[config.mk]
export PLATFORM = sky130hd
export DESIGN_NAME = spr_vbl_dma
export DESIGN_NICKNAME = d
export VERILOG_FILES = /design/src/rtl/spr_dma_pkg.sv /design/src/rtl/spr_dma_ctrl_reg.sv /design/src/rtl/spr_dma_vbl_edge.sv /design/src/rtl/spr_dma_seq.sv /design/src/rtl/spr_vbl_dma.sv
export SDC_FILE = /design/constraint.sdc
export NUM_CORES = 1
export LEC_CHECK = 0
export ABC_CLOCK_PERIOD_IN_PS = 2600
export BUFFER_PORTS_ARGS = -buffer_cell sky130_fd_sc_hd__buf_2
export CORE_MARGIN = 2
export CORE_UTILIZATION = 49
export DETAILED_ROUTE_END_ITERATION = 8
export PLACE_DENSITY = 0.83
export SLEW_MARGIN = 20
export SYNTH_ARGS = -nofsm -noshare
export SYNTH_HDL_FRONTEND = slang
export SYNTH_SLANG_ARGS = --single-unit
[constraint.sdc]
create_clock -name clk -period 2.6 [get_ports clk]
set_clock_uncertainty 0.1 [all_clocks]
set_input_delay 0.13 -clock clk [delete_from_list [all_inputs] [get_ports clk]]
set_output_delay 0.13 -clock clk [all_outputs]
set_load 0.05 [all_outputs]
[src/rtl/spr_dma_pkg.sv]
package spr_dma_pkg;

    typedef enum logic [1:0] {
        ST_IDLE  = 2'd0,
        ST_CLEAR = 2'd1,
        ST_COPY  = 2'd2,
        ST_DRAIN = 2'd3
    } dma_state_e;

    typedef struct packed {
        logic vld;
        logic from_src;
    } wr_stage_t;

    localparam logic [7:0] CTRL_RESET_VAL = 8'hFF;
    localparam int         ARM_BIT        = 4;

    function automatic logic arm_requested(input logic arm_n);
        return !arm_n;
    endfunction

endpackage

[src/rtl/spr_dma_ctrl_reg.sv]
module spr_dma_ctrl_reg
    import spr_dma_pkg::*;
#(
    parameter int REG_AW = 3
) (
    input  logic              clk,
    input  logic              rst,
    input  logic              wr_en,
    input  logic [REG_AW-1:0] wr_idx,
    input  logic [7:0]        wr_data,
    output logic              arm_n
);

    logic [7:0] ctrl0_q;
    logic       unused_ctrl;

    always_ff @(posedge clk) begin
        if (rst) begin
            ctrl0_q <= CTRL_RESET_VAL;
        end else if (wr_en && (wr_idx == '0)) begin
            ctrl0_q <= wr_data;
        end
    end

    assign arm_n       = ctrl0_q[ARM_BIT];
    assign unused_ctrl = ^ctrl0_q;

endmodule

[src/rtl/spr_dma_vbl_edge.sv]
module spr_dma_vbl_edge (
    input  logic clk,
    input  logic rst,
    input  logic vblank,
    output logic rise
);

    logic prev_q;

    always_ff @(posedge clk) begin
        if (rst) begin
            prev_q <= 1'b0;
        end else begin
            prev_q <= vblank;
        end
    end

    assign rise = vblank && !prev_q;

endmodule

[src/rtl/spr_dma_seq.sv]
module spr_dma_seq
    import spr_dma_pkg::*;
#(
    parameter int DEPTH = 1024,
    parameter int AW    = $clog2(DEPTH)
) (
    input  logic          clk,
    input  logic          rst,
    input  logic          start,
    output logic          busy,
    output logic          rd_en,
    output logic [AW-1:0] rd_addr,
    output wr_stage_t     wr_stage,
    output logic [AW-1:0] wr_addr
);

    localparam logic [AW-1:0] LAST_IDX = AW'(DEPTH - 1);

    dma_state_e    state_q;
    logic [AW-1:0] cnt_q;
    wr_stage_t     stage_q;
    logic [AW-1:0] stage_addr_q;
    logic          at_last;

    assign at_last = (cnt_q == LAST_IDX);

    always_ff @(posedge clk) begin
        if (rst) begin
            state_q      <= ST_IDLE;
            cnt_q        <= '0;
            stage_q      <= '0;
            stage_addr_q <= '0;
        end else begin
            stage_q.vld      <= (state_q == ST_CLEAR) || (state_q == ST_COPY);
            stage_q.from_src <= (state_q == ST_COPY);
            stage_addr_q     <= cnt_q;
            case (state_q)
                ST_IDLE: begin
                    if (start) begin
                        state_q <= ST_CLEAR;
                        cnt_q   <= '0;
                    end
                end
                ST_CLEAR: begin
                    if (at_last) begin
                        state_q <= ST_COPY;
                        cnt_q   <= '0;
                    end else begin
                        cnt_q <= cnt_q + 1'b1;
                    end
                end
                ST_COPY: begin
                    if (at_last) begin
                        state_q <= ST_DRAIN;
                        cnt_q   <= '0;
                    end else begin
                        cnt_q <= cnt_q + 1'b1;
                    end
                end
                default: begin
                    state_q <= ST_IDLE;
                end
            endcase
        end
    end

    assign busy     = (state_q != ST_IDLE);
    assign rd_en    = (state_q == ST_COPY);
    assign rd_addr  = cnt_q;
    assign wr_stage = stage_q;
    assign wr_addr  = stage_addr_q;

endmodule

[src/rtl/spr_vbl_dma.sv]
module spr_vbl_dma
    import spr_dma_pkg::*;
#(
    parameter int ENTRIES         = 128,
    parameter int BYTES_PER_ENTRY = 8,
    parameter int REG_AW          = 3,
    localparam int DEPTH          = ENTRIES * BYTES_PER_ENTRY,
    localparam int AW             = $clog2(DEPTH)
) (
    input  logic              clk,
    input  logic              rst,
    input  logic              cpu_wr_en,
    input  logic [REG_AW-1:0] cpu_wr_idx,
    input  logic [7:0]        cpu_wr_data,
    input  logic              vblank,
    output logic              sram_rd_en,
    output logic [AW-1:0]     sram_rd_addr,
    input  logic [7:0]        sram_rd_data,
    output logic              buf_wr_en,
    output logic [AW-1:0]     buf_wr_addr,
    output logic [7:0]        buf_wr_data,
    output logic              busy
);

    logic      ctl_arm_n;
    logic      vbl_rise;
    logic      seq_start;
    wr_stage_t stage;

    spr_dma_ctrl_reg #(
        .REG_AW (REG_AW)
    ) i_ctrl (
        .clk     (clk),
        .rst     (rst),
        .wr_en   (cpu_wr_en),
        .wr_idx  (cpu_wr_idx),
        .wr_data (cpu_wr_data),
        .arm_n   (ctl_arm_n)
    );

    spr_dma_vbl_edge i_edge (
        .clk    (clk),
        .rst    (rst),
        .vblank (vblank),
        .rise   (vbl_rise)
    );

    assign seq_start = vbl_rise && arm_requested(ctl_arm_n);

    spr_dma_seq #(
        .DEPTH (DEPTH),
        .AW    (AW)
    ) i_seq (
        .clk      (clk),
        .rst      (rst),
        .start    (seq_start),
        .busy     (busy),
        .rd_en    (sram_rd_en),
        .rd_addr  (sram_rd_addr),
        .wr_stage (stage),
        .wr_addr  (buf_wr_addr)
    );

    assign buf_wr_en   = stage.vld;
    assign buf_wr_data = stage.from_src ? sram_rd_data : 8'h00;

endmodule

[Word level (Yosys, flattened, before mapping)]
Index checks and enable logic that the tools add are counted.
W data, S select, Z words.
Cells by class
  $add $sub $neg: 1
  equality and inequality tests: 6
  muxes and demuxes: 8
  reductions and logical operators: 13
Operators by type and width (count)
  $mux W10: 2
  $pmux W10 S2: 1
  $add A10 B1 Y10 const B: 1
  $eq A10 B10 Y1 const B: 1
  $mux W8: 1
  $mux W2: 3
  $ne A2 B1 Y1 const B: 3
  $pmux W2 S3: 1
  $reduce_bool A2 Y1: 2
  $logic_and A1 B1 Y1: 3
  $logic_not A3 Y1: 1
  $reduce_and A3 Y1: 1
  $eq A2 B1 Y1 const B: 1
  $eq A2 B2 Y1 const B: 1
  $logic_not A1 Y1: 2
  $logic_not A2 Y1: 1
  $reduce_and A2 Y1: 1
  $reduce_or A2 Y1: 1
  $logic_or A1 B1 Y1: 1
Storage, ports and cells
  bits in registers: 30
  bits of input ports: 23
  output and inout port bits: 31
  logic and storage cells: 35

[Logic depth before layout (Yosys ltp)]
  depth in word-level cells: 5
  gate-level depth with buffers: 7

[Modules after synthesis]
A second synthesis with hierarchy kept.
Unflattened totals
  cells, all modules: 116
  area, all modules: 1157.4 µm²
By module, submodules not included
  spr_dma_seq: times used 1, cells each 99, area each 992.2 µm², sequential area each 480.5 µm²
  spr_dma_ctrl_reg: times used 1, cells each 5, area each 61.3 µm², sequential area each 20.0 µm²
  spr_vbl_dma: times used 1, cells each 9, area each 56.3 µm², sequential area each 0.0 µm²
  spr_dma_vbl_edge: times used 1, cells each 3, area each 47.5 µm², sequential area each 20.0 µm²

[Least setup slack after synthesis]
Ideal clock, no wire load.
  kind: reg-to-reg
  start: reg i_seq.cnt_q[0] (netlist: i_seq.rd_addr[0])
  end: reg i_seq.state_q[0]
  setup time: 0.123 ns
  data arrival time: 1.737 ns
  data required time: 2.377 ns
  path slack: 0.640 ns
  stages on the path, launching flop included: 6
  buffers on the path: 0
  cell sequence: dfxtp_1 > ha_1 > nand4_1 > nor3_4 > o21ai_2 > mux2_1
Between the ends
  cells in the longest elaborated chain, start to end: 3
Ends and longest elaborated chain
  start: declaration: line spr_dma_seq.sv:20  | logic [AW-1:0] cnt_q;
  start signal: assignment: line spr_dma_seq.sv:49  | cnt_q <= cnt_q + 1'b1;
  start signal: assignment: line spr_dma_seq.sv:57  | cnt_q <= cnt_q + 1'b1;
  $eq A10 B10 Y1 (*): line spr_dma_seq.sv:25  | assign at_last = (cnt_q == LAST_IDX);
  $ne A2 B1 Y1 (no source line)
  $reduce_and A3 Y1 (no source line) (*)
  end signal: assignment: line spr_dma_seq.sv:29  | state_q <= ST_IDLE;
  end signal: assignment: line spr_dma_seq.sv:40  | state_q <= ST_CLEAR;
  end signal: assignment: line spr_dma_seq.sv:46  | state_q <= ST_COPY;
  end: declaration: line spr_dma_seq.sv:19  | dma_state_e state_q;
Mark *: on every way between the ends. The rest lies on a longest branch, timed or not.
A chain may end at the register's enable or synchronous reset.

[Worst setup path after layout]
  start: reg i_seq.state_q[1]
  end: reg i_seq.cnt_q[8] (netlist: i_seq.rd_addr[8])
Between the ends
  cells in the longest elaborated chain, start to end: 4
Ends and longest elaborated chain
  $eq A2 B2 Y1 or $eq A2 B1 Y1 (tied branches): line spr_dma_seq.sv:37  | case (state_q)
  $reduce_or A2 Y1 (no source line)
  $reduce_bool A2 Y1 (no source line)
  $reduce_and A2 Y1 (no source line)
Parallel ways exist; a longest one is shown, timed or not.

==> impl_results.md <==
* Vias in the first global route at 955
* Cell chain of the critical path: inv_1, ha_1, nor2b_1, or2_1, a31oi_1, a211oi_1
* RSZ-0062 raised after global routing: no
* Critical path type: reg2reg
* Peak VDD IR at 0.496 mV
* Fillers at 176
* # setup viols final at 0
* DRC Markers at 0
* Clock Power Share at 31.1%
* H-tree Lvls at 1
* Initial Util at 52.5%
* Max-cap viol count at 0
* Starting DRC count in detailed routing at 20
* TritonRoute pass-1 iters at 4
* Top delay family on crit path: simple AND/OR/NAND/NOR gates
* Hold WS at 0.0470 ns
* Worst Hold Launch: cpu_wr_idx[1]
* Synth Warn # at 0
* CTS tree: done
* Share of post-route cells with drive strength above 1 at 36.9%
* Critical Path RT at 2.76 ns
* Synth Instances at 119
* Share of the synthesized area in the top cell type at 44.4%
* GPL Wtd Cong at 0.792
* Final Non-Filler Cells at 196
* Pwr Density at 601 nW/µm²
* Post-DP HPWL at 1.91 mm
* TritonCTS Sinks at 26
* Worst-path clk slew at 0.14 ns
* Placed insts at 190
* Seq cells post-synth at 26
* Syn Nets at 147
* Worst Setup SP: i_seq.state_q[1]
* Initial antenna violation count at 0
* Seq/Total Area, Yosys at 44.4%
* Slowest stage delay, CP at 0.42 ns
* Power Total at 0.897 mW
* Routed Antenna Nets at 0
* Lkg Pwr at 0.723 nW
* Worst-Margin Slew at 0.368 ns
* Primary FF master, synth: dfxtp_1
* # IOs at 54
* Most frequent cells after synthesis: 26 x dfxtp_1, 13 x nor2b_1, 8 x and2_1
* Area Growth Syn to Fin at 27.2%
* Post_cts resized at 0
* DIE HEIGHT at 52.9 µm
* Cell variety after synth at 39
* Crit path arrival time at 2.17 ns
* Slowest CP cell: dfxtp_1
* Routed Wire Length at 2.50 mm
* Final hold viol count at 0
* Avg WL per Cell at 12.8 µm
* Sw Share at 29.4%
* Vias at 1,021
* Period utilisation layout at 77.3%
* Crit. End Element: flop
* P_int at 0.633 mW
* Global-route wire length before repair at 3.88 mm
* Yosys top cell by area: dfxtp_1
* Number of enable flip-flop cells after synthesis at 0
* FMAX at 497 MHz
* Vias/cell at 5.21
* Die area at 2800 µm²
* Count leader, synth: dfxtp_1
* Final min period at 2.01 ns
* Worst r2r src: i_seq.state_q[1]
* Setup WS pre-CTS at 0.647 ns
* DIE WIDTH at 52.9 µm
* TNS Setup at 0 ns
* CTS max path bufs at 2
* PnR worst setup slack at 0.589 ns
* CP Launch Type: flop
* Final Net Count at 197
* Asr flop ratio synth at 0%
* Gr ovfl total at 0
* Status: completed
* Synth area leaders: dfxtp_1 44%, nor2b_1 6.9%, ha_1 5.3%
* IO Port Bufs at 46
* Switch Pwr at 0.264 mW
* Slew Limit Fails at 0
* Global router's overall resource usage at 19.2%
* Row cnt at 17
* Combinational power share at 21.8%
* Largest net degree at the start of global routing at 23
* CTS Buf Count at 3
* Slew Limit Headroom at 75.1%
* Post-Syn Area at 1170 µm²
* Root Buffer: clkbuf_4
* Skew-Pair Late Insertion Delay at 0.33 ns
* Average size of a mapped cell at 9.85 µm²
* Core area at 2230 µm²
* Register share of total power at 47.1%
* Ant. Diodes at 0
* Min-delay worst type: in2reg
* CP max FO at 7
* Buf/Inv on CP at 1
## cell families after synthesis
| group | count (synthesis) | share of synthesized area [%] |
|---|---|---|
| AND/OR/NAND/NOR | 54 | 29.1 |
| flip-flops | 26 | 44.4 |
| AO/OA/AOI/OAI | 20 | 13.1 |
| buffers and inverters | 8 | 3.20 |
| adder cells (fa/ha/maj) | 5 | 5.34 |
| XOR/XNOR | 4 | 2.99 |
| multiplexers | 2 | 1.81 |
## worst reg2reg max path, stage by stage (launching register included)
cell and delay [ns]:
dfxtp_1 0.42, inv_1 0.08, ha_1 0.36, nor2b_1 0.31
or2_1 0.34, a31oi_1 0.13, a211oi_1 0.21
## flip-flops by register name, indices dropped and copies added, names as in the netlist
signal	cells
i_seq.rd_addr	10
i_seq.wr_addr	10
i_seq.state_q	2
i_seq.wr_stage	2
i_ctrl.ctrl0_q	1
i_edge.prev_q	1
## metrics by stage
| stage | instance area [µm²] | utilization, % |
|---|---|---|
| after global routing | 1490 | 66.8 |
| after floorplan | 1170 | - |
| after global placement | 1420 | 63.5 |
| after CTS | 1490 | 66.8 |
| after detailed placement | 1420 | 63.5 |
| final | 1490 | 66.8 |
## layer usage
metal | vias to the layer above | track usage [%] | wire length [µm]
li1 | 506 | - | -
met1 | 463 | 21.5 | 1020
met2 | 46 | 34.2 | 1230
met3 | 6 | 2.26 | 187
met4 | 0 | 12.0 | 61
met5 | - | 0 | 0
## final cells by class
class	instances	area [µm²]	share of cell area, %
sequential	26	520	34.9
multi-input combinational	85	614	41.2
clock inverter	1	30.0	2.01
timing repair buffer	48	250	16.8
clock buffer	3	22.5	1.51
inverter	5	18.8	1.26
tap	28	35.0	2.35
## power groups by stage
stage	Sequential, mW	Clock (mW)	Combinational (mW)
after floorplan	0.447	0	0.131
after global placement	0.429	0	0.186
after detailed placement	0.431	0	0.190
after CTS	0.422	0.281	0.196
after global routing	0.425	0.294	0.213
final	0.422	0.279	0.196
## worst paths after layout
check        slack (ns)                 to  cells past startpoint
max                0.59   i_seq.rd_addr[8]                      6
min                0.05  i_ctrl.ctrl0_q[4]                      4
max reg2reg        0.59   i_seq.rd_addr[8]                      6
min reg2reg        0.44   i_seq.rd_addr[9]                      2
## placed cells by master (no fill, tap or decap), drive strengths merged
cell type,instances
nor3,2
clkbuf,3
dfxtp,26
nor4b,2
nand2b,3
a22oi,1
and4bb,1
ha,5
nand2,3
inv,4
a21oi,2
or3,2
nor2,11
and3,2
xor2,3
a21bo,1
a31oi,2
bufinv,1
o211ai,1
a211oi,2
or2,1
mux2,1
nand3,3
and4,1
buf,46
o21ai,8
a211o,1
dlygate4sd3,2
xnor2,1
clkinv,1
and2,8
nand4,2
mux2i,1
o2bb2ai,1
o22a,1
nor2b,13
## repair_timing
item,4_1_cts,5_1_grt
hold endpoints to repair,2,0
setup buffers,0,0
hold buffers,2,0
Power figures use the tool's default switching activity.
